File: config.mk
export PLATFORM = sky130hd
export DESIGN_NAME = int_seq_top
export DESIGN_NICKNAME = d
export VERILOG_FILES = /design/src/rtl/int_seq_pkg.sv /design/src/rtl/int_prio_pick.sv /design/src/rtl/int_flags_reg.sv /design/src/rtl/int_sp_unit.sv /design/src/rtl/int_seq_top.sv
export SDC_FILE = /design/constraint.sdc
export NUM_CORES = 1
export LEC_CHECK = 0
export ABC_AREA = 1
export BUFFER_PORTS_ARGS = -buffer_cell sky130_fd_sc_hd__buf_2
export CAP_MARGIN = 10
export CORE_MARGIN = 2
export CORE_UTILIZATION = 30
export DETAILED_ROUTE_END_ITERATION = 8
export MAX_ROUTING_LAYER = met4
export PLACE_DENSITY = 0.59
export SLEW_MARGIN = 15
export SYNTH_ARGS = -nofsm -noshare
export SYNTH_HDL_FRONTEND = slang
export SYNTH_SLANG_ARGS = --single-unit
File: constraint.sdc
create_clock -name clk -period 2.6 [get_ports clk]
set_input_delay 0.26 -clock clk [delete_from_list [all_inputs] [get_ports clk]]
set_output_delay 0.26 -clock clk [all_outputs]
set_load 0.01 [all_outputs]
File: src/rtl/int_seq_pkg.sv
// Shared constants and state encoding for the interrupt sequencer.
// Assumes an 8-bit flags register with fixed bit meanings.
package int_seq_pkg;
    localparam int FLAGS_W   = 8;
    localparam int FLB_CHAIN = 1;   // chain-enable bit
    localparam int FLB_GIE   = 7;   // global interrupt enable bit

    typedef enum logic [2:0] {
        S_IDLE,
        S_PUSH_PC,
        S_PUSH_FL,
        S_VEC_RD,
        S_VEC_LD,
        S_POP_FL,
        S_POP_PC,
        S_RET_LD
    } seq_state_t;
endpackage

File: src/rtl/int_prio_pick.sv
// Fixed-priority picker: the lowest set index wins.
// Assumes IW is wide enough to hold N-1.
module int_prio_pick #(
    parameter int N  = 8,
    parameter int IW = 4
) (
    input  logic [N-1:0]  req_i,
    output logic          found_o,
    output logic [IW-1:0] idx_o
);
    logic          hit [0:N];
    logic [IW-1:0] sel [0:N];

    assign hit[N] = 1'b0;
    assign sel[N] = '0;

    // Ripple from the top index down, so that lower indices override.
    for (genvar i = N - 1; i >= 0; i--) begin : g_chain
        assign hit[i] = req_i[i] | hit[i+1];
        assign sel[i] = req_i[i] ? IW'(i) : sel[i+1];
    end

    assign found_o = hit[0];
    assign idx_o   = sel[0];
endmodule

File: src/rtl/int_flags_reg.sv
// Flags register. Sequencer updates take precedence over a software write
// made in the same cycle. Assumes only one sequencer update is active at a time.
module int_flags_reg
    import int_seq_pkg::*;
(
    input  logic               clk,
    input  logic               rst_n,
    input  logic               sw_we_i,
    input  logic [FLAGS_W-1:0] sw_wd_i,
    input  logic               take_i,
    input  logic               chain_i,
    input  logic               restore_i,
    input  logic [FLAGS_W-1:0] restore_d_i,
    output logic [FLAGS_W-1:0] flags_o
);
    logic [FLAGS_W-1:0] fl_q;

    // Apply entry copy, chain clear, pop restore or software write.
    always_ff @(posedge clk) begin
        if (!rst_n) begin
            fl_q <= '0;
        end else if (take_i) begin
            fl_q[FLB_CHAIN] <= fl_q[FLB_GIE];
            fl_q[FLB_GIE]   <= 1'b0;
        end else if (chain_i) begin
            fl_q[FLB_GIE] <= 1'b0;
        end else if (restore_i) begin
            fl_q <= restore_d_i;
        end else if (sw_we_i) begin
            fl_q <= sw_wd_i;
        end
    end

    assign flags_o = fl_q;

    a_r4_take_copies_enable: assert property (@(posedge clk) disable iff (!rst_n)
        take_i |=> (flags_o[FLB_CHAIN] == $past(flags_o[FLB_GIE])) && !flags_o[FLB_GIE]);
    a_r6_chain_clears_enable: assert property (@(posedge clk) disable iff (!rst_n)
        chain_i |=> !flags_o[FLB_GIE]);
endmodule

File: src/rtl/int_sp_unit.sv
// Stack pointer for a full-descending stack of STEP-byte words.
// Assumes dec_i and inc_i are never both high.
module int_sp_unit #(
    parameter int               AW      = 32,
    parameter int               STEP    = 4,
    parameter logic [AW-1:0]    SP_INIT = 32'h0000_1000
) (
    input  logic          clk,
    input  logic          rst_n,
    input  logic          dec_i,
    input  logic          inc_i,
    output logic [AW-1:0] sp_o
);
    logic [AW-1:0] sp_q;

    // Move the pointer one word per push or pop.
    always_ff @(posedge clk) begin
        if (!rst_n)     sp_q <= SP_INIT;
        else if (dec_i) sp_q <= sp_q - AW'(STEP);
        else if (inc_i) sp_q <= sp_q + AW'(STEP);
    end

    assign sp_o = sp_q;

    a_r3_sp_drops_per_push: assert property (@(posedge clk) disable iff (!rst_n)
        dec_i |=> sp_o == $past(sp_o) - AW'(STEP));
    a_r7_sp_rises_per_pop: assert property (@(posedge clk) disable iff (!rst_n)
        inc_i |=> sp_o == $past(sp_o) + AW'(STEP));
endmodule

File: src/rtl/int_seq_top.sv
// Interrupt entry/return sequencer. At a decision point it takes the
// nonmaskable request, or the lowest-index vectored request when global enable
// is set. It pushes the return PC and then the flags, and loads the PC from the
// vector table. On return it either chains to a pending handler or pops the
// saved state. Assumes one-cycle read latency on the stack and vector ports,
// and AW == DW.
module int_seq_top
    import int_seq_pkg::*;
#(
    parameter int            NREQ     = 8,
    parameter int            AW       = 32,
    parameter int            DW       = 32,
    parameter logic [AW-1:0] VEC_BASE = 32'h0000_0100,
    parameter logic [AW-1:0] SP_INIT  = 32'h0000_1000
) (
    input  logic               clk,
    input  logic               rst_n,
    input  logic [NREQ-1:0]    irq_req,
    input  logic               nmi_req,
    input  logic               decide,
    input  logic               iret,
    input  logic [AW-1:0]      ret_pc,
    output logic [NREQ-1:0]    irq_ack,
    output logic               nmi_ack,
    output logic               busy,
    input  logic               flags_we,
    input  logic [FLAGS_W-1:0] flags_wd,
    output logic [FLAGS_W-1:0] flags_q,
    output logic               stk_we,
    output logic               stk_re,
    output logic [AW-1:0]      stk_addr,
    output logic [DW-1:0]      stk_wdata,
    input  logic [DW-1:0]      stk_rdata,
    output logic               vec_re,
    output logic [AW-1:0]      vec_addr,
    input  logic [DW-1:0]      vec_rdata,
    output logic               pc_load,
    output logic [AW-1:0]      pc_out,
    output logic [AW-1:0]      sp
);
    localparam int IW   = $clog2(NREQ + 1);
    localparam int STEP = DW / 8;

    seq_state_t        state_q, state_d;
    logic [IW-1:0]     idx_q, pick_idx;
    logic [AW-1:0]     pc_save_q;
    logic [NREQ-1:0]   ack_q;
    logic              nmi_ack_q;
    logic              pick_found, idle;
    logic              take_nmi, take_irq, take_go, chain_go, pop_go;

    int_prio_pick #(.N(NREQ), .IW(IW)) u_pick (
        .req_i   (irq_req),
        .found_o (pick_found),
        .idx_o   (pick_idx)
    );

    // Decisions are made only from idle; iret wins over decide.
    assign idle     = (state_q == S_IDLE);
    assign chain_go = idle && iret && flags_q[FLB_CHAIN] && pick_found;
    assign pop_go   = idle && iret && !chain_go;
    assign take_nmi = idle && !iret && decide && nmi_req;
    assign take_irq = idle && !iret && decide && !nmi_req && flags_q[FLB_GIE] && pick_found;
    assign take_go  = take_nmi || take_irq;

    // Next-state selection for the micro-sequence.
    always_comb begin
        state_d = state_q;
        unique case (state_q)
            S_IDLE: begin
                if (take_go)       state_d = S_PUSH_PC;
                else if (chain_go) state_d = S_VEC_RD;
                else if (pop_go)   state_d = S_POP_FL;
            end
            S_PUSH_PC: state_d = S_PUSH_FL;
            S_PUSH_FL: state_d = S_VEC_RD;
            S_VEC_RD:  state_d = S_VEC_LD;
            S_VEC_LD:  state_d = S_IDLE;
            S_POP_FL:  state_d = S_POP_PC;
            S_POP_PC:  state_d = S_RET_LD;
            S_RET_LD:  state_d = S_IDLE;
            default:   state_d = S_IDLE;
        endcase
    end

    // State, latched vector index, saved return address and acknowledge pulses.
    always_ff @(posedge clk) begin
        if (!rst_n) begin
            state_q   <= S_IDLE;
            idx_q     <= '0;
            pc_save_q <= '0;
            ack_q     <= '0;
            nmi_ack_q <= 1'b0;
        end else begin
            state_q   <= state_d;
            ack_q     <= (take_irq || chain_go) ? (NREQ'(1) << pick_idx) : '0;
            nmi_ack_q <= take_nmi;
            if (take_nmi)                 idx_q <= IW'(NREQ);
            else if (take_irq || chain_go) idx_q <= pick_idx;
            if (take_go)                  pc_save_q <= ret_pc;
        end
    end

    int_flags_reg u_flags (
        .clk         (clk),
        .rst_n       (rst_n),
        .sw_we_i     (flags_we),
        .sw_wd_i     (flags_wd),
        .take_i      (state_q == S_PUSH_FL),
        .chain_i     (chain_go),
        .restore_i   (state_q == S_POP_PC),
        .restore_d_i (stk_rdata[FLAGS_W-1:0]),
        .flags_o     (flags_q)
    );

    int_sp_unit #(.AW(AW), .STEP(STEP), .SP_INIT(SP_INIT)) u_sp (
        .clk   (clk),
        .rst_n (rst_n),
        .dec_i (stk_we),
        .inc_i (stk_re),
        .sp_o  (sp)
    );

    // Memory-side strobes and addresses, driven from the current state.
    always_comb begin
        stk_we    = (state_q == S_PUSH_PC) || (state_q == S_PUSH_FL);
        stk_re    = (state_q == S_POP_FL) || (state_q == S_POP_PC);
        stk_addr  = stk_we ? (sp - AW'(STEP)) : sp;
        stk_wdata = (state_q == S_PUSH_PC) ? DW'(pc_save_q) : DW'(flags_q);
        vec_re    = (state_q == S_VEC_RD);
        vec_addr  = VEC_BASE + AW'(idx_q) * AW'(STEP);
        pc_load   = (state_q == S_VEC_LD) || (state_q == S_RET_LD);
        pc_out    = (state_q == S_RET_LD) ? AW'(stk_rdata) : AW'(vec_rdata);
    end

    assign irq_ack = ack_q;
    assign nmi_ack = nmi_ack_q;
    assign busy    = !idle;

    a_r2_ack_onehot: assert property (@(posedge clk) disable iff (!rst_n)
        $onehot0({nmi_ack, irq_ack}));
    a_r3_no_read_write_clash: assert property (@(posedge clk) disable iff (!rst_n)
        !(stk_we && stk_re));
    a_r5_vector_then_load: assert property (@(posedge clk) disable iff (!rst_n)
        vec_re |=> pc_load && !stk_re);
    a_r6_chain_skips_stack: assert property (@(posedge clk) disable iff (!rst_n)
        chain_go |=> !stk_we && !stk_re && vec_re);
    a_r7_pop_flags_then_pc: assert property (@(posedge clk) disable iff (!rst_n)
        (state_q == S_POP_FL) |=> stk_re && (stk_addr == $past(stk_addr) + AW'(STEP)));
    a_r10_busy_no_ack: assert property (@(posedge clk) disable iff (!rst_n)
        (busy && (decide || iret)) |=> (irq_ack == '0 || $past(state_q) == S_IDLE));
endmodule

======== After elaboration in Yosys (flattened, before gate mapping) ========
Cells that the tools add are included.
word-level totals
  output and inout bits ................... 182
  bits of input ports ..................... 118
  word-level logic and storage cells ...... 86
  bits in registers ....................... 88
cells by class
  muxes and demuxes ....................... 23
  shift operators ......................... 1
  bitwise gates (word level) .............. 10
  reductions and logical operators ........ 30
  add/sub/neg operators ................... 3
  eq/ne operators ......................... 9
operators by type and width
  operator                                               number
  two-way mux 32 bit                                     5
  two-way mux 4 bit                                      9
  adder 32 x 3 -> 32 bit, second input constant          1
  subtractor 32 x 3 -> 32 bit, second input constant     1
  one-hot mux 3 bit (7 select lines)                     1
  two-way mux 8 bit                                      2
  equality test 3 bit, second input constant             4
  two-way mux 3 bit                                      4
  adder 9 x 6 -> 10 bit, first input constant            1
  logical AND 1 bit                                      10
  << shifter 1 x 4 -> 8 bit, first input constant        1
  bitwise OR 1 bit                                       7
  equality test 3 x 2 -> 1 bit, second input constant    2
  nonzero test 2 bit                                     3
  logical OR 1 bit                                       5
  logical NOT 1 bit                                      4
  inequality test 4 x 1 -> 1 bit, second input constant  1
  AND reduction 2 bit                                    2
  OR reduction 2 bit                                     2
  equality test 3 x 1 -> 1 bit, second input constant    1
  logical NOT 3 bit                                      1
  NOT 1 bit                                              3
  AND reduction 3 bit                                    1
  nonzero test 3 bit                                     1
  other kinds (4)                                        4

======== Depth between registers and ports, before layout ========
Gate-level depths: netlist of the first run.
  depth after elaboration ................. 14
  gate-level depth with buffers ........... 12

======== Modules after synthesis ========
Synthesis of the first run repeated with hierarchy kept, for this count alone.
second synthesis, totals
  cells, all modules ...................... 1220
  area total of the unflattened synthesis .. 7375.8 um^2
modules (own cells, without submodules)
  module         area each (um^2)  seq. area each (um^2)  cells an instance  instances
  int_seq_top    3480.8            960.9                  516                1
  int_sp_unit    3321.9            600.6                  607                1
  int_flags_reg  462.9             160.2                  73                 1
  int_prio_pick  110.1             0.0                    24                 1

======== Worst setup path after synthesis of the first run ========
Ideal clock, no wire load.
  path type ............................... reg2out
  start ................................... register u_sp.sp_q[2], in the netlist u_sp.sp_o[2]
  end ..................................... output port stk_addr[14]
  path buffers ............................ 0
  required time ........................... 2340 ps
  data arrival time ....................... 1529 ps
  path slack .............................. 811 ps
  cell stages (with the launch flop) ...... 9
  cells stage by stage .................... dfxtp_1 clkinv_1 ha_1 nand3_2 inv_1 nand2_1 nand2_1 a21oi_1 o21bai_1
on the way
  cells in the longest elaborated chain, start to end .. 2
RTL lines
  item                         RTL line            source
  start: declaration           int_sp_unit.sv:14   logic [AW-1:0] sp_q;
  start signal: assignment     int_sp_unit.sv:19   else if (dec_i) sp_q <= sp_q - AW'(STEP);
  start signal: assignment     int_sp_unit.sv:20   else if (inc_i) sp_q <= sp_q + AW'(STEP);
  subtractor 32 x 3 -> 32 bit  int_seq_top.sv:128  stk_addr = stk_we ? (sp - AW'(STEP)) : sp;
  two-way mux 32 bit           int_seq_top.sv:128
  end: declaration             int_seq_top.sv:31   output logic [AW-1:0] stk_addr,
No other way between the ends.

======== Final worst setup path of the first run ========
  start ................................... register u_sp.sp_q[2], in the netlist u_sp.sp_o[2]
  end ..................................... output port stk_addr[10]
Same word-level chain as after synthesis.

==> impl_summary.md, run 1 <==
Power and ir drop
The power density normalized to cell area is 1160 nW/um2. VDD sags by at most 0.000509 V. The static leakage power is 4.24 nW.

Synth
Sequential cells were found to cover approximately 27% of the synthesized design area. The share of synthesized area in the top cell type comes to approximately 27%. The average footprint of a synthesized cell is 5.91 um2. The async set-or-reset flop fraction in the synthesized netlist is 0%.

The largest area contributor in the netlist is dfxtp_1. By area the synthesized netlist is led by dfxtp_1 27%, nand2_1 14%, nor2_1 11%. Summing every instance area after synthesis gives 6350 um2.

The distinct cell type count after synthesis is 36. In the synthesized netlist, the number of instances is 1074. The count of yosys warnings during synthesis is 0.

Counting flops with a built-in enable in the synthesized netlist gives 0. In the synthesized netlist the dominant register cell turns out to be dfxtp_1. The synthesis-stage register bit count is 86.

Timing
Setup repair after global routing left no endpoint under its margin. The headroom to the max-slew limit is 61.3%. The maximum clock frequency is 409 MHz. Setup violations remaining at the end of the flow were counted as 0. The worst path uses 94.0% of the clock period. The actual transition at the worst max-transition pin is approximately 0.58 ns. Counting I/O delays and the setup requirement, the final critical path takes 2.44 ns. The final-report max-slew violation count is 0. The clock arrives with approximately 0.0071 ns of skew.

The aggregate negative setup slack is 0 ns. The number of failing hold endpoints at the final stage is 0.

CTS
The later-pin clock latency in the skew report is approximately 0.35 ns. The number of CTS-inserted buffers is 9. The root buffer selected by CTS is clkbuf_16. The buffer levels on the longest clock path is 2. The clock sink count is 86. The maximum level of the CTS H-tree is 3.

The number of buffers added to fix hold violations after cts is 0. TritonCTS built the clock tree. Clock-pin slew was measured on the worst setup and hold paths at 0.07 ns.

Global routing
For this run, the total global-route usage over all layers was measured as around 22%. The number of global-route vias before repair is 6981. The maximum number of pins on one net before global-route repair is 41. The number of antenna violations at the first check in global routing is 5. The first global-routing pass estimated 37.5 mm of wire. The remaining global-route overflow is 0.

Outcome
The run finished with clean final reports.

Placement
The weighted congestion reported at the end of routability-driven placement is 0.928. The count of input and output buffers is 267. The placed wire-length estimate is 19.9 mm.

Floorplanning
The die is about 150 um tall. The effective utilization at floorplan is 30.4%. The number of placement rows is 53. The floorplan step defined a die boundary enclosing 22400 um2. The die is 150 um wide. The total area inside the core boundary comes to roughly 21000 um2. During I/O placement, the number of pins put on the boundary was 300.

Finish
The number of filler instances in the final layout is 2359. The area growth from synthesis to final layout is 28.5%. Once layout is complete, the utilization of the core stands at between 30% and 40%. Of the cells placed in the final design, the portion with a size suffix greater than 1 is 26.4%.

The net total in the final layout is 1434.

Setup path
The startpoint type of the worst setup path is a flip-flop. The critical path's slowest cell is dfxtp_1. The data required time at the worst endpoint is 2.34 ns. The category of the most critical setup path is flip-flop to output pin. The kind of cell adding the most delay to the critical path is buffers and inverters.

The maximum cell stage delay along the critical path is 0.36 ns. Counting both buffers and inverters, the worst setup path holds a total of 3. STA puts the critical path data arrival time at 2.18 ns. In this run the worst path has a maximum fanout of 8. The critical path capture point type is an output pin. The signal on the critical path passes through inv_2 -> ha_1 -> nand3_4 -> nor2_4 -> buf_4 -> xor2_1 -> nand2_1 -> o21ai_0 -> buf_2.

Job
Max-cap violations in this run came to 0.

Drt
The routed wire length is 25.1 mm. For this block, the initial DRC count from the detailed router was 342. Before antenna repair, the detailed router went through 5 iterations. Across all layers, the routed design uses 7576 vias. The post-detailed-route via-to-cell ratio is 4.74. The final routed DRC violation total is 0. After detailed routing, the average wire length per cell comes to 15.7 um. In this run the remaining antenna-violating nets after routing total 0.

Worst hold path
The path class of the lowest-slack min-delay path is input port to flip-flop.
-- cells in the mapped netlist, types with 9 or more instances --
master / number
nand2_1: 231
nor2_1: 180
inv_1: 134
o21ai_0: 125
dfxtp_1: 86
nand3_1: 85
a21oi_1: 61
buf_4: 32
clkbuf_1: 29
mux2_2: 25
buf_2: 17
nand4_1: 9
-- worst min-delay path, delay by kind of cell --
kind,cells,cell delay (ns)
simple gates,2,0.11
buf+inv,1,0.07
-- registers in the layout, indices dropped and copies added (netlist names) --
signal and cells:
u_flags.flags_o 8, u_sp.sp_o 30, irq_ack 8, pc_save_q 32, nmi_ack 1, idx_q 4
state_q 3
-- cell type report --
class	count	area, um2	share of cell area (%)
clock buffers	10	239	2.93
flip-flops and latches	86	1720	21.1
multi-input cells	791	3720	45.6
diodes	4	10.0	0.123
clock inverters	6	100	1.23
repair buffers	288	1510	18.5
inverters	138	520	6.38
well taps	275	344	4.22
-- power by group --
part / leakage, nW / total [mW] / internal (mW) / switching [mW]
combinational: 3.37 / 5.66 / 1.90 / 3.77
clock: 0.168 / 1.53 / 0.891 / 0.634
sequential: 0.703 / 2.28 / 1.66 / 0.621
-- layout by cell type (no fill, tap or decap), drive strengths merged --
cell type / synthesis / final
diode: 0 / 4
clkbuf: 29 / 10
nor3: 5 / 5
bufinv: 0 / 2
o211a: 1 / 1
nand4: 9 / 9
buf: 61 / 288
a21oi: 61 / 61
o21ai: 127 / 127
nand3: 88 / 88
nor2: 188 / 189
mux2: 25 / 25
and2: 1 / 1
o221ai: 2 / 2
inv: 137 / 142
o21bai: 2 / 2
dfxtp: 86 / 86
nand2: 233 / 233
ha: 2 / 2
o311ai: 1 / 1
a31oi: 2 / 2
conb: 2 / 32
xor2: 8 / 8
o211ai: 3 / 3
-- per-layer routing --
| metal | track usage, % | routed length, um |
|---|---|---|
| met1 | 25.8 | 10200 |
| met3 | 3.60 | 1520 |
| met5 | - | 0 |
| met2 | 37.6 | 12600 |
| met4 | 10.6 | 786 |
-- repair_timing --
action	CTS	global route
endpoints found under the setup margin	0	7
hold endpoints to repair	0	0
setup buffers	0	2
resized for setup	0	2
-- per-stage QoR --
stage          power (mW)  cell area, um2  setup slack (ns)  std cells  hold WS [ns]
5_1_grt              10.3            8160            0.0250       1598         0.130
6_report             9.47            8160             0.156       1598         0.129
2_1_floorplan        5.76            6460             0.811       1104         0.395
3_5_place_dp         7.81            7780             0.462       1575         0.443
3_3_place_gp         7.79            7780             0.488       1575         0.440
4_1_cts              9.38            8120            0.0706       1591         0.108
-- cells by family after synthesis --
| logic type | Yosys count | synth area share [%] |
|---|---|---|
| multiplexers | 25 | 4.43 |
| flip-flops | 86 | 27.1 |
| AO/OA/AOI/OAI | 199 | 16.2 |
| AND/OR/NAND/NOR | 524 | 34.4 |
| adder cells (fa/ha/maj) | 2 | 0.394 |
| XOR/XNOR | 8 | 1.10 |
| buffers and inverters | 228 | 16.3 |
| other | 2 | 0.118 |
-- worst paths after layout --
| check | start | to | slack, ns | cells past startpoint |
|---|---|---|---|---|
| worst max-delay path | u_sp.sp_o[2] | stk_addr[10] | 0.16 | 9 |
| worst min-delay path | ret_pc[5] | pc_save_q[5] | 0.13 | 3 |
| worst max register to register | u_sp.sp_o[2] | u_sp.sp_o[14] | 0.50 | 8 |
| worst min register to register | pc_save_q[11] | pc_save_q[11] | 0.45 | 2 |
Note: power is estimated with default switching activity, not from simulation.
==> run 2, diff against run 1 <==
--- a/config.mk
+++ b/config.mk
@@ -13,6 +13,7 @@
 export DETAILED_ROUTE_END_ITERATION = 8
 export MAX_ROUTING_LAYER = met4
 export PLACE_DENSITY = 0.59
+export REMOVE_ABC_BUFFERS = 1
 export SLEW_MARGIN = 15
 export SYNTH_ARGS = -nofsm -noshare
 export SYNTH_HDL_FRONTEND = slang
==> run 2 against run 1 <==
Effect of this change: maximum frequency increased by 2.0%; wire length decreased by 1.5%; sequential share of layout area increased by 0.14 points; sequential power about the same; register-to-register slack improved by 0.15 ns; power decreased by 3.7%; combinational power decreased by 3%; critical path type unchanged.
==> impl_summary.md, run 2 (synthesized netlist as in run 1, its figures left out) <==
Finish
The net total in the final layout came to 1428 (-0.42%). The commonest non-fill, non-tap cell in the layout is buf_2. The share of the core filled with cells is 38.8% (-0.26 points). The area growth from synthesis to final layout is 27.6%.

Leaving out fill and tap cells, the most frequent cells in the layout are 267 x buf_2, 231 x nand2_1, 180 x nor2_1, 134 x inv_1, 125 x o21ai_0. pc_save_q holds more flip-flops than any other register. The flip-flop count of the largest register after layout is 32 (unchanged).

The fraction of final layout cells sized beyond drive strength 1 is 26.1% (-0.26 points). The number of filler instances in the final layout is 2357 (-0.085%).

Placement
The placed wire-length estimate is 20.2 mm (+1.5%). The setup slack after placement is 0.501 ns (+0.0386 ns). The weighted congestion reported at the end of routability-driven placement came to 0.916 (-1.3%). The count of input and output buffers is 267 (unchanged).

Power and ir drop
The overall power of the completed layout is 9.12 mW (-3.7%). The worst supply voltage drop on vdd came to 0.000464 V (-8.8%). The static leakage power is 4.19 nW (-1.1%). The power density normalized to cell area is 1130 nW/um2 (-3.0%).

Setup path
The maximum fanout count along the critical path is 8 (unchanged). The worst setup path is captured at an output pin. The worst path buffer plus inverter count is 3 (unchanged). The reg-to-reg critical path startpoint is state_q[2]. The maximum cell stage delay along the critical path was 0.36 ns (about the same). In this run the worst setup path begins at u_sp.sp_o[2]. The category of the most critical setup path is flip-flop to output pin. The arrival time at the worst endpoint is 2.14 ns (-0.04 ns). The data required time at the worst endpoint is 2.34 ns (about the same). Broken down by cell family, the worst path's largest delay share belongs to buffers and inverters. The critical path goes through inv_2 -> ha_1 -> nand3_4 -> nor2_4 -> buf_4 -> xor2_1 -> nand2_1 -> o21ai_0 -> buf_2.

On the critical path, the stage with the largest delay is an instance of dfxtp_1. The worst setup path is launched from a flip-flop.

Timing
The final-report max-slew violation count is 0 (unchanged). The actual transition at the worst max-transition pin came to 0.621 ns (+0.0410 ns). The number of failing hold endpoints at the final stage is 0 (unchanged). The portion of the clock cycle consumed by the worst path in the final layout is 92.1% (-1.9 points). The aggregate negative setup slack is 0 ns (unchanged).

The worst setup slack after layout is 0.204 ns (+0.0483 ns). The final hold slack came to 0.129 ns (+0.000313 ns). The setup clock skew after layout was 0.0129 ns (+0.00574 ns).

The shortest period the worst path allows is 2.40 ns (-0.0483 ns). The headroom to the max-slew limit came to 58.5% (-2.7 points). Setup repair after global routing left no endpoint under its margin.

The final-report setup violation count came to 0 (unchanged). The maximum clock frequency was 417 MHz (+2.0%).

Worst hold path
In this run the worst hold path is classified as input port to flip-flop. The launch instance of the worst min-delay path is ret_pc[6].

Global routing
The remaining global-route overflow is 0 (unchanged). The number of global-route vias before repair is 6841 (-2.0%). The number of antenna violations at the first check in global routing came to 9 (+4). The maximum number of pins on one net before global-route repair is 45 (+9.8%). The first-pass GRT wire length is 37.0 mm (-1.5%).

The total global-route track usage came to 22.2% (-0.089 points).

Drt
The total vias in the final route is 7494 (-1.1%). The average wire per standard cell was 15.5 um (-1.3%). The number of optimization iterations in the first detailed-route pass is 4 (-1). The final routed DRC violation total is 0 (unchanged).

The routed wire length came to 24.7 mm (-1.5%). The post-detailed-route via-to-cell ratio is 4.70 (-0.90%). The final antenna-violating net count is 0 (unchanged). The initial DRC count was 416 (+22%).

Job
The number of max-cap violations is 0 (unchanged).

CTS
The maximum level of the CTS H-tree is 3 (unchanged). The number of buffers added to fix hold violations after cts was 0 (unchanged). The clock input transition at the sequential cells of the worst setup and hold paths was 0.07 ns (about the same). The tree is rooted in a clkbuf_16.

The buffer levels on the longest clock path is 2 (unchanged). The number of CTS-inserted buffers is 9 (unchanged). TritonCTS built the clock tree.

The clock sink count is 86 (unchanged). The later-pin clock latency in the skew report is 0.36 ns (about the same).

Floorplanning
The number of primary I/O pins is 300 (unchanged). The number of placement rows is 53 (unchanged). The area of the core was 20900 um2 (unchanged). The effective utilization at floorplan is 30.4% (unchanged). The x dimension of the die is 150 um (unchanged). The height of the die is 150 um (unchanged).

The die area is 22400 um2 (unchanged).

Outcome
The run finished with clean final reports.
[run 2: changes by cell type in the layout (fill, tap and decap cells not counted), sizes merged]
cell and change:
clkbuf -1, clkinvlp +2, bufinv -2, buf -6, diode +3, clkinv +3, inv -2
[run 2: worst paths after layout]
| kind | to | cells after the start | slack (ns) |
|---|---|---|---|
| max reg2reg | pc_save_q[31] | 9 | 0.65 |
| min | pc_save_q[6] | 3 | 0.13 |
| min reg2reg | pc_save_q[16] | 2 | 0.46 |
| max | stk_addr[10] | 9 | 0.20 |
[run 2: routing by layer]
layer	up-vias	global-route usage, %	routed length (um)
met5	-	-	0
met4	0	8.19	691
met3	40	4.97	1870
met2	285	39.4	12700
met1	3345	24.3	9520
li1	3824	-	-
[run 2: what timing repair did]
item	in CTS	in global routing
gates resized for setup	0	2
setup buffers	0	1
setup endpoints to repair	0	5
[run 2: power breakdown]
part / switching (mW) / total (mW) / internal [mW]
clock: 0.672 / 1.35 / 0.681
combinational: 3.65 / 5.50 / 1.85
sequential: 0.608 / 2.27 / 1.66
total: 4.93 / 9.12 / 4.19
[run 2: final cells by class]
| class | count | area (um2) | area share [%] |
|---|---|---|---|
| inverter | 138 | 520 | 6.42 |
| timing repair buffer | 282 | 1470 | 18.2 |
| tap | 275 | 344 | 4.24 |
| clock buffer | 9 | 225 | 2.78 |
| clock inverter | 7 | 78.8 | 0.972 |
| sequential | 86 | 1720 | 21.2 |
| multi-input combinational | 791 | 3720 | 45.9 |
| antenna | 7 | 17.5 | 0.216 |
[run 2: worst reg2reg max path, cell delays in order, from the launching register on]
cell	delay, ns
dfxtp_1	0.62
inv_4	0.10
nand3_4	0.14
nor3_4	0.05
nand2_2	0.12
nand2_4	0.10
inv_2	0.27
buf_12	0.24
o21ai_0	0.14
a21oi_1	0.13
[run 2: stage by stage]
step	cell area (um2)	instances
3_5_place_dp	7760	1570
3_3_place_gp	7760	1570
5_1_grt	8110	1595
6_report	8110	1595
2_1_floorplan	5950	1014
4_1_cts	8070	1586
